<file path="src/rtl/timer_pkg.sv">
package timer_pkg;
  localparam logic [2:0] ADR_MODE  = 3'd0;
  localparam logic [2:0] ADR_CNTL  = 3'd1;
  localparam logic [2:0] ADR_CNTH  = 3'd2;
  localparam logic [2:0] ADR_CMPA  = 3'd3;
  localparam logic [2:0] ADR_CMPB  = 3'd4;
  localparam logic [2:0] ADR_FLAGS = 3'd5;

  typedef struct packed {
    logic clr_on_cmp;
    logic wide;
  } mode_t;
endpackage

</file>
<file path="src/rtl/tmr_regif.sv">
module tmr_regif
  import timer_pkg::*;
#(
  parameter int BW = 8
) (
  input  logic          clk_i,
  input  logic          rst_ni,
  input  logic          wr_en_i,
  input  logic          rd_en_i,
  input  logic [2:0]    addr_i,
  input  logic [BW-1:0] wdata_i,
  output logic [BW-1:0] rdata_o,
  input  logic [BW-1:0] cnt_lo_i,
  input  logic [BW-1:0] cnt_hi_i,
  input  logic [1:0]    flags_i,
  output mode_t         mode_o,
  output logic [BW-1:0] cmp_a_o,
  output logic [BW-1:0] cmp_b_o,
  output logic          ld_lo_o,
  output logic          ld_hi_o,
  output logic [BW-1:0] lo_val_o,
  output logic [BW-1:0] hi_val_o,
  output logic          w1c_en_o,
  output logic [1:0]    w1c_mask_o
);
  mode_t         mode_q;
  logic [BW-1:0] cmp_a_q, cmp_b_q, stage_q;
  logic          wr_mode, wr_lo, wr_hi, wr_a, wr_b, rd_lo;

  assign wr_mode = wr_en_i && addr_i == ADR_MODE;
  assign wr_lo   = wr_en_i && addr_i == ADR_CNTL;
  assign wr_hi   = wr_en_i && addr_i == ADR_CNTH;
  assign wr_a    = wr_en_i && addr_i == ADR_CMPA;
  assign wr_b    = wr_en_i && addr_i == ADR_CMPB;
  assign rd_lo   = rd_en_i && addr_i == ADR_CNTL;

  always_ff @(posedge clk_i or negedge rst_ni) begin
    if (!rst_ni) begin
      mode_q  <= '0;
      cmp_a_q <= '0;
      cmp_b_q <= '0;
      stage_q <= '0;
    end else begin
      if (wr_mode) mode_q <= mode_t'(wdata_i[1:0]);
      if (wr_a) begin
        cmp_a_q <= wdata_i;
        if (mode_q.wide) cmp_b_q <= stage_q;
      end
      if (wr_b && !mode_q.wide) cmp_b_q <= wdata_i;
      // staging byte: high-byte writes take priority over read latching
      if ((wr_hi || wr_b) && mode_q.wide) stage_q <= wdata_i;
      else if (rd_lo && mode_q.wide)      stage_q <= cnt_hi_i;
    end
  end

  assign ld_lo_o    = wr_lo;
  assign lo_val_o   = wdata_i;
  assign ld_hi_o    = mode_q.wide ? wr_lo : wr_hi;
  assign hi_val_o   = mode_q.wide ? stage_q : wdata_i;
  assign w1c_en_o   = wr_en_i && addr_i == ADR_FLAGS;
  assign w1c_mask_o = wdata_i[1:0];
  assign mode_o     = mode_q;
  assign cmp_a_o    = cmp_a_q;
  assign cmp_b_o    = cmp_b_q;

  always_comb begin
    rdata_o = '0;
    unique case (addr_i)
      ADR_MODE:  rdata_o[1:0] = mode_q;
      ADR_CNTL:  rdata_o = cnt_lo_i;
      ADR_CNTH:  rdata_o = mode_q.wide ? stage_q : cnt_hi_i;
      ADR_CMPA:  rdata_o = cmp_a_q;
      ADR_CMPB:  rdata_o = cmp_b_q;
      ADR_FLAGS: rdata_o[1:0] = flags_i;
      default:   rdata_o = '0;
    endcase
  end

  // wide-mode high-byte write lands in staging only
  a_r5_stage_load: assert property (@(posedge clk_i) disable iff (!rst_ni)
    (wr_hi && mode_q.wide) |=> stage_q == $past(wdata_i));
  // low-byte read snapshots the high counter byte
  a_r6_read_latch: assert property (@(posedge clk_i) disable iff (!rst_ni)
    (rd_lo && mode_q.wide && !wr_en_i) |=> stage_q == $past(cnt_hi_i));
  // staged compare-B write leaves compare B untouched
  a_r5_cmpb_hold: assert property (@(posedge clk_i) disable iff (!rst_ni)
    (wr_b && mode_q.wide) |=> cmp_b_q == $past(cmp_b_q));
endmodule

</file>
<file path="src/rtl/tmr_counter.sv">
module tmr_counter #(
  parameter int BW = 8
) (
  input  logic          clk_i,
  input  logic          rst_ni,
  input  logic          tick_i,
  input  logic          wide_i,
  input  logic          clr_i,
  input  logic          ld_lo_i,
  input  logic          ld_hi_i,
  input  logic [BW-1:0] lo_val_i,
  input  logic [BW-1:0] hi_val_i,
  output logic [BW-1:0] cnt_lo_o,
  output logic [BW-1:0] cnt_hi_o,
  output logic          blk_o
);
  localparam logic [BW-1:0] ONES = '1;
  logic [BW-1:0] lo_q, hi_q;
  logic          blk_q, carry;

  assign carry = lo_q == ONES;

  always_ff @(posedge clk_i or negedge rst_ni) begin
    if (!rst_ni) begin
      lo_q  <= '0;
      hi_q  <= '0;
      blk_q <= 1'b0;
    end else begin
      if (ld_lo_i)     lo_q <= lo_val_i;
      else if (tick_i) lo_q <= clr_i ? '0 : lo_q + 1'b1;

      if (ld_hi_i)               hi_q <= hi_val_i;
      else if (tick_i && wide_i) hi_q <= clr_i ? '0 : hi_q + BW'(carry);

      if (ld_lo_i)     blk_q <= 1'b1;
      else if (tick_i) blk_q <= 1'b0;
    end
  end

  assign cnt_lo_o = lo_q;
  assign cnt_hi_o = hi_q;
  assign blk_o    = blk_q;

  // narrow counting advances low byte, holds high byte
  a_r2_narrow_inc: assert property (@(posedge clk_i) disable iff (!rst_ni)
    (tick_i && !wide_i && !clr_i && !ld_lo_i && !ld_hi_i)
      |=> (lo_q == $past(lo_q) + 1'b1) && (hi_q == $past(hi_q)));
  // clear-on-compare reload
  a_r9_clear: assert property (@(posedge clk_i) disable iff (!rst_ni)
    (tick_i && clr_i && !ld_lo_i && !ld_hi_i) |=> lo_q == '0);
endmodule

</file>
<file path="src/rtl/tmr_match.sv">
module tmr_match #(
  parameter int BW = 8
) (
  input  logic          clk_i,
  input  logic          rst_ni,
  input  logic          tick_i,
  input  logic          blk_i,
  input  logic          wide_i,
  input  logic          ctc_i,
  input  logic [BW-1:0] cnt_lo_i,
  input  logic [BW-1:0] cnt_hi_i,
  input  logic [BW-1:0] cmp_a_i,
  input  logic [BW-1:0] cmp_b_i,
  input  logic          w1c_en_i,
  input  logic [1:0]    w1c_mask_i,
  output logic          clr_o,
  output logic [1:0]    flags_o
);
  logic       eq_a, eq_b;
  logic [1:0] hit, clr_mask, flags_q;

  assign eq_a = wide_i ? ({cnt_hi_i, cnt_lo_i} == {cmp_b_i, cmp_a_i})
                       : (cnt_lo_i == cmp_a_i);
  assign eq_b = wide_i ? (cnt_hi_i == cmp_b_i) : (cnt_lo_i == cmp_b_i);

  assign hit      = {2{tick_i && !blk_i}} & {eq_b, eq_a};
  assign clr_mask = w1c_en_i ? w1c_mask_i : 2'b00;
  assign clr_o    = hit[0] && ctc_i;

  always_ff @(posedge clk_i or negedge rst_ni) begin
    if (!rst_ni) flags_q <= '0;
    else         flags_q <= (flags_q & ~clr_mask) | hit;
  end

  assign flags_o = flags_q;

  // blocked tick raises no new flag
  a_r4_blocked: assert property (@(posedge clk_i) disable iff (!rst_ni)
    (tick_i && blk_i) |=> (flags_q & ~$past(flags_q)) == 2'b00);
  // written ones clear flags when no tick competes
  a_r10_w1c: assert property (@(posedge clk_i) disable iff (!rst_ni)
    (w1c_en_i && !tick_i) |=> (flags_q & $past(w1c_mask_i)) == 2'b00);
  // flags only rise on a tick
  a_r7_tick_only: assert property (@(posedge clk_i) disable iff (!rst_ni)
    !tick_i |=> (flags_q & ~$past(flags_q)) == 2'b00);
endmodule

</file>
<file path="src/rtl/dual_cmp_timer.sv">
module dual_cmp_timer
  import timer_pkg::*;
#(
  parameter int BW = 8
) (
  input  logic          clk_i,
  input  logic          rst_ni,
  input  logic          tick_i,
  input  logic          wr_en_i,
  input  logic          rd_en_i,
  input  logic [2:0]    addr_i,
  input  logic [BW-1:0] wdata_i,
  output logic [BW-1:0] rdata_o,
  output logic          irq_a_o,
  output logic          irq_b_o
);
  mode_t         mode;
  logic [BW-1:0] cmp_a, cmp_b, cnt_lo, cnt_hi, lo_val, hi_val;
  logic          ld_lo, ld_hi, w1c_en, blk, clr;
  logic [1:0]    w1c_mask, flags;

  tmr_regif #(.BW(BW)) u_regif (
    .clk_i, .rst_ni, .wr_en_i, .rd_en_i, .addr_i, .wdata_i, .rdata_o,
    .cnt_lo_i(cnt_lo), .cnt_hi_i(cnt_hi), .flags_i(flags),
    .mode_o(mode), .cmp_a_o(cmp_a), .cmp_b_o(cmp_b),
    .ld_lo_o(ld_lo), .ld_hi_o(ld_hi), .lo_val_o(lo_val), .hi_val_o(hi_val),
    .w1c_en_o(w1c_en), .w1c_mask_o(w1c_mask)
  );

  tmr_counter #(.BW(BW)) u_counter (
    .clk_i, .rst_ni, .tick_i, .wide_i(mode.wide), .clr_i(clr),
    .ld_lo_i(ld_lo), .ld_hi_i(ld_hi), .lo_val_i(lo_val), .hi_val_i(hi_val),
    .cnt_lo_o(cnt_lo), .cnt_hi_o(cnt_hi), .blk_o(blk)
  );

  tmr_match #(.BW(BW)) u_match (
    .clk_i, .rst_ni, .tick_i, .blk_i(blk), .wide_i(mode.wide),
    .ctc_i(mode.clr_on_cmp), .cnt_lo_i(cnt_lo), .cnt_hi_i(cnt_hi),
    .cmp_a_i(cmp_a), .cmp_b_i(cmp_b), .w1c_en_i(w1c_en),
    .w1c_mask_i(w1c_mask), .clr_o(clr), .flags_o(flags)
  );

  assign irq_a_o = flags[0];
  assign irq_b_o = flags[1];
endmodule

</file>
<file path="config.mk">
export PLATFORM = sky130hd
export DESIGN_NAME = dual_cmp_timer
export DESIGN_NICKNAME = d
export VERILOG_FILES = /design/src/rtl/timer_pkg.sv /design/src/rtl/tmr_regif.sv /design/src/rtl/tmr_counter.sv /design/src/rtl/tmr_match.sv /design/src/rtl/dual_cmp_timer.sv
export SDC_FILE = /design/constraint.sdc
export NUM_CORES = 1
export LEC_CHECK = 0
export ABC_AREA = 1
export BUFFER_PORTS_ARGS = -buffer_cell sky130_fd_sc_hd__buf_4
export CAP_MARGIN = 20
export CORE_MARGIN = 2
export CORE_UTILIZATION = 55
export DETAILED_ROUTE_END_ITERATION = 16
export PLACE_DENSITY = 0.77
export SLEW_MARGIN = 20
export SYNTH_ARGS = -nofsm -noshare
export SYNTH_HDL_FRONTEND = slang
export SYNTH_HIERARCHICAL = 1
export SYNTH_SLANG_ARGS = --single-unit
</file>
<file path="constraint.sdc">
create_clock -name clk_i -period 1.9 [get_ports clk_i]
set_input_delay 0.285 -clock clk_i [delete_from_list [all_inputs] [get_ports clk_i]]
set_output_delay 0.285 -clock clk_i [all_outputs]
set_load 0.01 [all_outputs]
</file>
-- Word level (Yosys, flattened, before mapping)
Cells that the tools add are included.
- register bits after elaboration: 45
- bits of input ports: 16
- output and inout bits: 10
- word-level logic and storage cells: 69
- add/sub/neg operators: 2
- eq/ne operators: 10
- mux-type cells: 21
- bitwise operators: 4
- reductions and logical operators: 23
- operator list (operator ; count):
    8-bit 2-to-1 mux ; 13
    8-bit == test ; 3
    6-bit one-hot mux with 4 select lines ; 1
    16-bit == test ; 1
    1-bit logical AND ; 13
    2-bit one-hot mux with 6 select lines ; 1
    2-bit nonzero test ; 5
    8-bit by 1-bit adder with 8-bit output ; 1
    8-bit by 1-bit adder with 8-bit output, second input constant ; 1
    8-bit == test, second input constant ; 1
    3-bit by 2-bit == test with 1-bit output, second input constant ; 2
    3-bit == test, second input constant ; 2
    1-bit 2-to-1 mux ; 5
    2-bit AND ; 2
    3-bit by 1-bit == test with 1-bit output, second input constant ; 1
    3-bit zero test ; 1
    1-bit zero test ; 2
    2-bit 2-to-1 mux ; 1
    2-bit NOT ; 1
    2-bit OR ; 1
    2-bit AND reduction ; 1
    1-bit logical OR ; 1

-- Logic depth before layout (Yosys ltp)
Gate-level depths: netlist (run 1).
- word-level depth: 7
- depth in mapped cells: 14
- gate-level depth less buffers: 14

-- By module
Netlist (run 1), hierarchy kept.
- by module, submodules not included (module ; times used ; cells each ; area each (µm²)):
    tmr_regif ; 1 ; 276 ; 1815.5
    tmr_counter ; 1 ; 147 ; 1092.3
    tmr_match ; 1 ; 134 ; 614.3

-- Least setup slack after synthesis (run 1)
OpenSTA, ideal clock, no wires.
- path kind: register -> register
- from: register u_regif.mode_q (netlist bit u_regif/mode_o[0])
- to: register u_counter.hi_q[2] (netlist: u_counter/cnt_hi_o[2])
- data arrival time: 1.758 ns
- path slack: 0.019 ns
- cell stages (with the launch flop): 12
- buffers on the path: 4
- period minus slack after synthesis: 1.881 ns
- cells stage by stage: dfrtp_1 > buf_2 > buf_2 > clkbuf_1 > nand2_1 > o21ai_0 > buf_6 > clkinv_2 > nand2_4 > inv_2 > a21oi_1 > o21ai_1
- RTL lines (item ; RTL line ; RTL):
    start: declaration ; tmr_regif.sv:26 ; mode_t mode_q;
    start signal: assignment ; tmr_regif.sv:44 ; if (wr_mode) mode_q <= mode_t'(wdata_i[1:0]);
    1-bit 2-to-1 mux (*) ; tmr_regif.sv:58 ; assign ld_hi_o = mode_q.wide ? wr_lo : wr_hi;
    net ld_hi ; dual_cmp_timer.sv:19 ; logic ld_lo, ld_hi, w1c_en, blk, clr;
    8-bit 2-to-1 mux or 2-bit nonzero test (tied branches) ; - ;
    end signal: assignment ; tmr_counter.sv:32 ; if (ld_hi_i) hi_q <= hi_val_i;
    end signal: assignment ; tmr_counter.sv:33 ; else if (tick_i && wide_i) hi_q <= clr_i ? '0 : hi_q + BW'(carry);
    end: declaration ; tmr_counter.sv:18 ; logic [BW-1:0] lo_q, hi_q;
The timed path passes the listed nets; every way through them passes the cells marked *. The select of a mux whose other input is x is not followed.
A chain may end at the register's enable or synchronous reset.

-- Worst setup path in the final report (run 1)
- from: register u_counter.lo_q[1] (netlist: u_counter/cnt_lo_o[1])
- to: register u_counter.hi_q[6] (netlist: u_counter/cnt_hi_o[6])
- cells in the longest elaborated chain, start to end: 7
- ends and longest elaborated chain (item ; RTL line ; RTL):
    start: declaration ; tmr_counter.sv:18 ;
    start signal: assignment ; tmr_counter.sv:29 ; if (ld_lo_i) lo_q <= lo_val_i;
    start signal: assignment ; tmr_counter.sv:30 ; else if (tick_i) lo_q <= clr_i ? '0 : lo_q + 1'b1;
    16-bit == test or 8-bit == test (tied branches) ; tmr_match.sv:22, tmr_match.sv:23 ;
    1-bit 2-to-1 mux (*) ; tmr_match.sv:22 ; assign eq_a = wide_i ? ({cnt_hi_i, cnt_lo_i} == {cmp_b_i, cmp_a_i})
    2-bit AND (*) ; tmr_match.sv:26 ; assign hit = {2{tick_i && !blk_i}} & {eq_b, eq_a};
    1-bit logical AND (*) ; tmr_match.sv:28 ; assign clr_o = hit[0] && ctc_i;
    net clr ; dual_cmp_timer.sv:19 ;
    8-bit 2-to-1 mux (*) (2 in series) ; tmr_counter.sv:33 ;
    8-bit 2-to-1 mux (*) ; tmr_counter.sv:32 ;
Marks and branches as above.

==> flow_summary.yaml, run 1 <==
status:
  status: "finished, violations left"
  violations: "hold timing, setup timing"
worst_setup_path:
  crit_type: "reg2reg"
  cp-start-kind: "flip-flop"
  cp.arrival_ps: 2150
  end_kind: "flip-flop"
  critPathRequiredTime_ps: 2090
  path_max_fanout: 5
yosys:
  synth_compound_area_share_pct: 8.526
  synth_cell_types: 35
  synth-async-reset-ratio_pct: 100.0
  yosysSeqAreaShare_pct: 31.97
  ys.flop_type: "dfrtp_1"
  syn-num-nets: 576
  muxShareOfSynthArea_pct: 0
  synth.cell_area_um2: 3522
  synth_top_family_by_area: "simple AND/OR/NAND/NOR gates"
  ys_warn_count: 6
  synthCells: 557
  avgSynthCellArea_um2: 6.323
  ys_seq_elements: 45
  synth_fa_ha_area_share_pct: 1.066
  synth_edf_count: 0
  synth-xor-area-share_pct: 1.741
  synthSimpleGateAreaFrac_pct: 44.48
global_routing:
  antenna_found_initial: 0
  grt_max_degree: 46
  grt_overflow: 0
  track_usage_pct: 31.82
  grt_pass1_vias: 3571
  grt_pass1_wl_um: 17730
clock_network:
  clk_latency_ps: 290
  clkSlewWorstSetupHoldPaths_ps: 90
  clock-sinks: 45
  cts_tree: "yes"
  hold_buffers: 0
  cts_made_buffers: 5
  htreeDepth: 2
  root_buffer: "clkbuf_8"
  cts.path.max_buffers: 2
timing:
  relSlewSlack_pct: 58.09
  finalClockSkew_ps: 4.018
  rsz0062_at_grt: "yes"
  hold_ws_ps: -1.998
  hold_viol: 5
  final_max_slew_viol_count: 0
  worst_slew_pin_slew_ps: 628.6
  fmax_mhz: 510.7
  finalCritPeriodShare_pct: 103.1
  setup_tns_ps: -68.53
  fin_crit_ps: 1958
  fin_ws_ps: -58.22
  setup_viol: 3
flow_run:
  drv_cap: 0
floorplanning:
  dieArea_um2: 7060
  rows: 29
  die_x_um: 84.03
  io_pins: 26
  core-area_um2: 6277
  die_y_um: 84.03
  start_util_pct: 56.11
drt:
  wl_um: 11540
  remaining_drc_errors: 0
  vias: 3928
  drtAntennaViolNets: 0
  wire_per_inst_um: 16.37
  dr.first_iter.drc_count: 421
  viasPerCell: 5.572
  drt_pass1_iterations: 5
placement:
  place_ws_ps: -81.71
  gp_congestion: 0.9622
  port_buffers: 25
  place.detailed.hpwl_um: 8291
final_layout:
  nets: 646
  antenna-diode-count: 0
  syn_to_final_growth_pct: 23.02
  drive_above_1_share_pct: 24.52
pwr:
  power_density_nw_per_um2: 1103
  max-vdd-ir-drop_mv: 0.6788
  leakage_nw: 2.304
min_path:
  hold_class: "in2async"
worst paths after layout:
path | startpoint | cells past startpoint | to | slack (ps)
max in group asynchronous | rst_ni | 1 | u_counter/cnt_lo_o[6] | 1440
hold reg to reg | u_counter/blk_o | 2 | u_counter/blk_o | 490
setup / recovery | u_counter/cnt_lo_o[1] | 12 | u_counter/cnt_hi_o[6] | -60
min in group clk_i | wdata_i[7] | 3 | u_counter/cnt_lo_o[7] | 230
hold / removal | rst_ni | 1 | u_regif/stage_q[7] | -2
setup reg to reg | u_counter/cnt_lo_o[1] | 12 | u_counter/cnt_hi_o[6] | -60
metal layers:
layer / wire (µm) / track usage [%]
met1: 4798 / 42.61
met2: 5400 / 51.37
met3: 952 / 4.946
met4: 388 / 12.90
met5: 0 / 0
stage by stage:
| step | utilization (%) | total power [mW] | cell area, µm² | cells | hold slack, ps |
|---|---|---|---|---|---|
| 6_report | 69.03 | 4.780 | 4333 | 705 | -1.998 |
| 5_1_grt | 69.03 | 5.117 | 4333 | 705 | 38.83 |
| 4_1_cts | 64.60 | 4.415 | 4055 | 685 | 6.379 |
| 3_5_place_dp | 62.99 | 3.776 | 3954 | 675 | 336.4 |
| 3_3_place_gp | 62.99 | 3.726 | 3954 | 675 | 333.4 |
| 2_1_floorplan | - | 2.942 | 3522 | 557 | -10.59 |
Yosys cell counts, drive strengths merged, types with 2 or more instances:
cell,number,area share [%]
a21oi,5,0.71
a22oi,8,1.7
buf,20,4.3
clkinv,2,0.25
dfrtp,45,32
ha,3,1.1
inv,71,7.6
nand2,246,27
nand3,65,9.7
nand4,11,2.0
nor2,31,4.8
nor3,3,0.89
o21ai,34,4.9
o21bai,3,0.75
xnor2,7,1.7
layout make-up:
class | count | area [µm²]
Tap cell | 77 | 96.34
Fill cell | 578 | 1944
Sequential cell | 45 | 1141
Clock buffer | 8 | 80.08
Multi-Input combinational cell | 418 | 2057
Timing Repair Buffer | 84 | 680.7
Inverter | 73 | 277.8
flip-flops by register name, indices dropped and copies added (netlist names):
name / flops
u_regif/cmp_a_o: 8
u_counter/cnt_hi_o: 8
u_regif/stage_q: 8
u_counter/cnt_lo_o: 8
u_counter/blk_o: 1
u_regif/mode_o: 2
u_regif/cmp_b_o: 8
u_match/flags_o: 2
worst max-delay path, cell delays in order, from the launching register on:
cell and delay, ps:
dfrtp_1 410, buf_4 160, xnor2_2 180, nand3_1 160, nor2_1 150, nand2_1 90
nor2_1 130, buf_4 170, nor2_4 60, nand3_2 100, o21ai_0 90, nand3_1 90
nand2_1 60
report_power, final:
part           internal (mW)  total [mW]  switching (mW)
registers               1.31        1.70           0.396
logic                   1.12        2.49            1.37
clock network          0.262       0.590           0.328
cell families (layout without fill, tap and decap cells):
logic type,after synthesis,after routing
flip-flops,45,45
adder cells (fa/ha/maj),3,3
XOR/XNOR,7,7
AND/OR/NAND/NOR,356,356
AO/OA/AOI/OAI,52,52
buffers and inverters,94,165
timing repair:
item | 4_1_cts | 5_1_grt
buffers inserted | 2 | 19
pin swaps | 0 | 19
gates resized for setup | 4 | 41
cloned | 0 | 1
setup endpoints to repair | 11 | 16
layout by cell type (no fill, tap or decap), drive strengths merged:
cell | Yosys | routed
o21bai | 3 | 3
o211ai | 1 | 1
nand4 | 11 | 11
nand3 | 65 | 65
inv | 71 | 72
clkbuf | 1 | 9
o31ai | 1 | 1
a21oi | 5 | 5
a22oi | 8 | 8
dfrtp | 45 | 45
nor3 | 3 | 3
nand2 | 246 | 246
clkinv | 2 | 1
o21ai | 34 | 34
buf | 20 | 83
ha | 3 | 3
nor2 | 31 | 31
xnor2 | 7 | 7
Note: power is estimated with default switching activity, not from simulation.
==> run 2: changes to the inputs <==
CELL_PAD_IN_SITES_DETAIL_PLACEMENT = 0   (was not set)
CELL_PAD_IN_SITES_GLOBAL_PLACEMENT = 2   (was not set)
CORE_UTILIZATION = 30   (was 55)
PLACE_DENSITY = not set   (was 0.77)
PLACE_DENSITY_LB_ADDON = 0.1   (was not set)
==> run 2 against run 1 <==
Against the previous run:
- the flow now finishes without violations
- clock skew is 2.7 ps higher
- sequential power is 3% lower
- sequential share of layout area is 1.3 points lower
- hold slack better by 6.6 ps
- final area is 4.2% higher
- via count is 4.5% lower
- register-to-register slack better by 120 ps
- flip-flop and latch count stayed put
- non-clock buffer count is 7 higher
- core utilization is 29 points lower
- routed wire length is 18% higher
- largest cell class unchanged
- highest routed layer unchanged
==> flow_summary.yaml, run 2 (synthesized netlist as in run 1, its figures left out) <==
status:
  status: "finished clean"
drt:
  drtAntennaViolNets: 0
  wl_um: 13610
  drt_pass1_iterations: 5
  dr.first_iter.drc_count: 230
  vias: 3751
  viasPerCell: 4.821
  remaining_drc_errors: 0
  wire_per_inst_um: 17.49
placement:
  gp_congestion: 0.8688
  placed_area_um2: 4174
  place.detailed.hpwl_um: 10630
  port_buffers: 25
clock_network:
  cts_tree: "yes"
  cts.path.max_buffers: 2
  clock-sinks: 45
  htreeDepth: 2
  root_buffer: "clkbuf_16"
  cts_made_buffers: 5
  clkSlewWorstSetupHoldPaths_ps: 70
  clk_latency_ps: 310
final_layout:
  nets: 653
  final_cell_mix: "nand2_1 (227), buf_4 (86), inv_1 (61)"
  layout_commonest_cell: "nand2_1"
  drive_above_1_share_pct: 25.51
  syn_to_final_growth_pct: 28.17
  final_area_um2: 4514
  antenna-diode-count: 0
  utilization_pct: 39.54
pwr:
  power_density_nw_per_um2: 1155
  power.total_mw: 5.216
  leakage_nw: 2.376
  max-vdd-ir-drop_mv: 0.4610
worst_setup_path:
  cp.arrival_ps: 2040
  end_kind: "flip-flop"
  critPathRequiredTime_ps: 2100
  crit_type: "reg2reg"
  cp-start-kind: "flip-flop"
  path_max_fanout: 2
min_path:
  hold_class: "in2async"
global_routing:
  grt_overflow: 0
  grt_pass1_vias: 3571
  grt_max_degree: 46
  antenna_found_initial: 0
  track_usage_pct: 22.01
  grt_pass1_wl_um: 20690
floorplanning:
  start_util_pct: 30.85
  die_y_um: 112.4
  die_x_um: 112.4
  core-area_um2: 11420
  dieArea_um2: 12620
  io_pins: 26
  rows: 39
timing:
  finalCritPeriodShare_pct: 96.82
  finalClockSkew_ps: 6.753
  fmax_mhz: 543.6
  hold_viol: 0
  relSlewSlack_pct: 57.09
  setup_tns_ps: 0
  hold_ws_ps: 4.604
  final_max_slew_viol_count: 0
  fin_crit_ps: 1840
  setup_viol: 0
  worst_slew_pin_slew_ps: 643.6
flow_run:
  drv_cap: 0
## run 2: cell count changes in the layout (fill, tap and decap cells not counted), sizes merged
cell / delta
buf: +8
clkbuf: -2
clkinv: +1
## run 2: timing repair
item,CTS,global route
resized for setup,4,39
pin swaps,0,19
buffers inserted,2,7
endpoints found under the setup margin,14,21
hold buffers,0,0
## run 2: path summary, 6_finish.rpt
path | from | to | slack [ps] | cells past startpoint
min in group clk_i | wdata_i[4] | u_regif/cmp_b_o[4] | 240 | 3
min | rst_ni | u_regif/stage_q[3] | 5 | 1
max in group asynchronous | rst_ni | u_counter/cnt_lo_o[6] | 1430 | 1
min reg2reg | u_counter/blk_o | u_counter/blk_o | 500 | 2
max reg2reg | u_counter/cnt_lo_o[0] | u_counter/cnt_hi_o[5] | 60 | 12
max | u_counter/cnt_lo_o[0] | u_counter/cnt_hi_o[5] | 60 | 12
## run 2: metal layers
metal  vias to the layer above  global-route usage [%]  wire (µm)
met5                         -                       0          0
met4                         0                   5.447        142
met3                         8                   3.402        504
met2                        75                   35.22       6280
met1                      1758                   31.26       6677
li1                       1910                       -          -
## run 2: layout make-up
cell class | instances | area (µm²)
clock buffer | 7 | 152.6
inverter | 73 | 277.8
tap | 143 | 178.9
timing repair buffer | 91 | 710.7
fill | 1296 | 6904
sequential | 45 | 1129
multi-input combinational | 418 | 2061
clock inverter | 1 | 5.005
## run 2: metrics by stage
step / cells / setup WS [ps]
2_1_floorplan: 557 / 19.32
3_3_place_gp: 761 / -9.793
3_5_place_dp: 761 / -79.24
4_1_cts: 771 / -6.404
5_1_grt: 778 / -17.03
6_report: 778 / 60.43
## run 2: critical path, cell delays in order (launching register included)
cell and delay, ps:
dfrtp_1 370, ha_2 180, nand2_1 90, inv_2 80
nand2_2 80, nor2_4 130, ha_2 210, buf_4 120
nand4_1 130, nand2_1 140, nand3_2 80, nand2_2 60
nand2_1 40
## run 2: report_power, final
group | internal (mW) | total, mW | switching, mW
sequential | 1.29 | 1.65 | 0.357
clock | 0.559 | 0.974 | 0.415
combinational | 1.15 | 2.59 | 1.45
total | 3.00 | 5.22 | 2.22
==> run 3: changes to the inputs <==
--- a/config.mk
+++ b/config.mk
@@ -11,5 +11,5 @@
 export CELL_PAD_IN_SITES_DETAIL_PLACEMENT = 0
 export CELL_PAD_IN_SITES_GLOBAL_PLACEMENT = 2
-export CORE_MARGIN = 2
+export CORE_MARGIN = 1
 export CORE_UTILIZATION = 30
 export DETAILED_ROUTE_END_ITERATION = 16
==> constraint.sdc (replaced) <==
create_clock -name clk_i -period 1.9 [get_ports clk_i]
set_input_delay 0.19 -clock clk_i [delete_from_list [all_inputs] [get_ports clk_i]]
set_output_delay 0.19 -clock clk_i [all_outputs]
set_load 0.01 [all_outputs]
==> run 3 against run 2 <==
Against the previous run:
- flip-flop and latch count is the same
- critical endpoint unchanged
- sequential power hardly changed
- routed wire length down 1.1%
- final cell count shrank 0.39%
- via count is essentially flat
- largest cell class unchanged
- first-iteration DRC count is 11% lower
- clock-buffer cell count shrank 2
- register-to-register slack is essentially flat
==> flow_summary.yaml, run 3 (synthesized netlist as in run 1, its figures left out) <==
global_routing:
  grt_pass1_vias: 3564
  grt_overflow: 0
  use_met2_pct: 36.87
  grt.met3_usage_pct: 3.527
  grt_busiest_layer: "met2"
  grt_max_degree: 46
  antenna_found_initial: 0
  track_usage_pct: 23.43
  grt_pass1_wl_um: 20220
  use_met1_pct: 33.07
final_layout:
  layout_commonest_cell: "nand2_1"
  syn_to_final_growth_pct: 26.29
  antenna-diode-count: 0
  nets: 650
  final_cell_mix: "nand2_1 (231), buf_4 (84), inv_1 (60), nand3_1 (60), dfrtp_1 (43)"
  drive_above_1_share_pct: 24.21
pwr:
  power_density_nw_per_um2: 1157
  max-vdd-ir-drop_mv: 0.4174
  power.total_mw: 5.147
  leakage_nw: 2.347
timing:
  hold_viol: 0
  fin_ws_ps: 72.86
  worst_slew_pin_slew_ps: 659.4
  finalCritPeriodShare_pct: 96.17
  rsz0062_at_grt: "yes"
  finalClockSkew_ps: 8.241
  fin_crit_ps: 1827
  fmax_mhz: 547.3
  relSlewSlack_pct: 56.04
  setup_viol: 0
  hold_ws_ps: 147.9
  final_max_slew_viol_count: 0
worst_setup_path:
  cp.arrival_ps: 2020
  path_max_fanout: 2
  critPathRequiredTime_ps: 2090
  cp-start-kind: "flip-flop"
  end_kind: "flip-flop"
  crit_type: "reg2reg"
drt:
  drt_pass1_iterations: 5
  remaining_drc_errors: 0
  vias: 3749
  dr.first_iter.drc_count: 205
  drtAntennaViolNets: 0
  wire_per_inst_um: 17.37
  wl_um: 13460
  viasPerCell: 4.837
status:
  status: "finished clean"
placement:
  port_buffers: 25
  place_ws_ps: -103.0
  gp_congestion: 0.8907
  place.detailed.hpwl_um: 10580
min_path:
  hold_class: "in2reg"
clock_network:
  cts_tree: "yes"
  htreeDepth: 2
  clk_latency_ps: 300
  root_buffer: "clkbuf_16"
  cts_made_buffers: 5
  cts.path.max_buffers: 2
  clkSlewWorstSetupHoldPaths_ps: 70
  clock-sinks: 45
floorplanning:
  start_util_pct: 30.85
  die_y_um: 110.4
  die_x_um: 110.4
  io_pins: 26
  rows: 39
  dieArea_um2: 12180
  core-area_um2: 11420
flow_run:
  drv_cap: 0
==> run 3: cell count changes in the layout (fill, tap and decap cells not counted), sizes merged <==
cell and delta:
clkinv +1, clkinvlp +2, inv -1, buf -4, dlygate4sd3 +1, clkbuf -2
==> run 3: worst max-delay path: stages (launching register included) <==
cell and delay [ps]:
dfrtp_1 370, ha_2 190, nand2_1 80, inv_2 80
nand2_2 70, nor2_4 160, ha_4 150, buf_4 100
nand4_1 200, nand2_4 140, nand3_2 60, nand2_1 60
nand2_1 40
==> run 3: timing repair <==
action / 4_1_cts / 5_1_grt
resized for setup: 3 / 32
setup endpoints to repair: 13 / 12
setup buffers: 3 / 7
hold buffers: 1 / 0
gates cloned: 0 / 0
pin swaps: 1 / 17
hold endpoints to repair: 45 / 0
==> run 3: final timing paths <==
check | start | to | slack [ps] | depth (start not counted)
worst max register to register | u_counter/cnt_lo_o[0] | u_counter/cnt_hi_o[5] | 70 | 12
worst max-delay path | u_counter/cnt_lo_o[0] | u_counter/cnt_hi_o[5] | 70 | 12
worst min-delay path | wdata_i[4] | u_regif/cmp_b_o[4] | 150 | 3
min in group asynchronous | rst_ni | u_counter/blk_o | 470 | 2
worst min register to register | u_match/flags_o[0] | u_match/flags_o[0] | 500 | 2
max in group asynchronous | rst_ni | u_counter/cnt_lo_o[6] | 950 | 2
==> run 3: cell type report <==
class	instances	area, µm²
inverters	73	279.0
clock inverters	3	17.52
clock buffers	5	125.1
well taps	143	178.9
fillers	1287	6970
flip-flops and latches	45	1129
repair buffers	88	674.4
multi-input cells	418	2044
==> run 3: report_power, final <==
group / leakage (nW) / internal, mW / switching (mW)
combinational: 1.72 / 1.14 / 1.44
sequential: 0.561 / 1.29 / 0.374
clock: 0.0696 / 0.484 / 0.412
==> run 3: routing by layer <==
layer	up-vias	wire [µm]
met2	66	6141
li1	1895	-
met3	10	579
met4	0	155
met5	-	0
met1	1778	6583
==> run 3: per-stage QoR <==
step | TNS [ps] | cells | utilization [%] | area [µm²]
3_5_place_dp | -401.5 | 757 | 36.18 | 4131
4_1_cts | 0 | 769 | 37.75 | 4310
6_report | 0 | 775 | 38.95 | 4448
5_1_grt | -77.02 | 775 | 38.95 | 4448
2_1_floorplan | 0 | 557 | - | 3522
3_3_place_gp | -23.65 | 757 | 36.18 | 4131
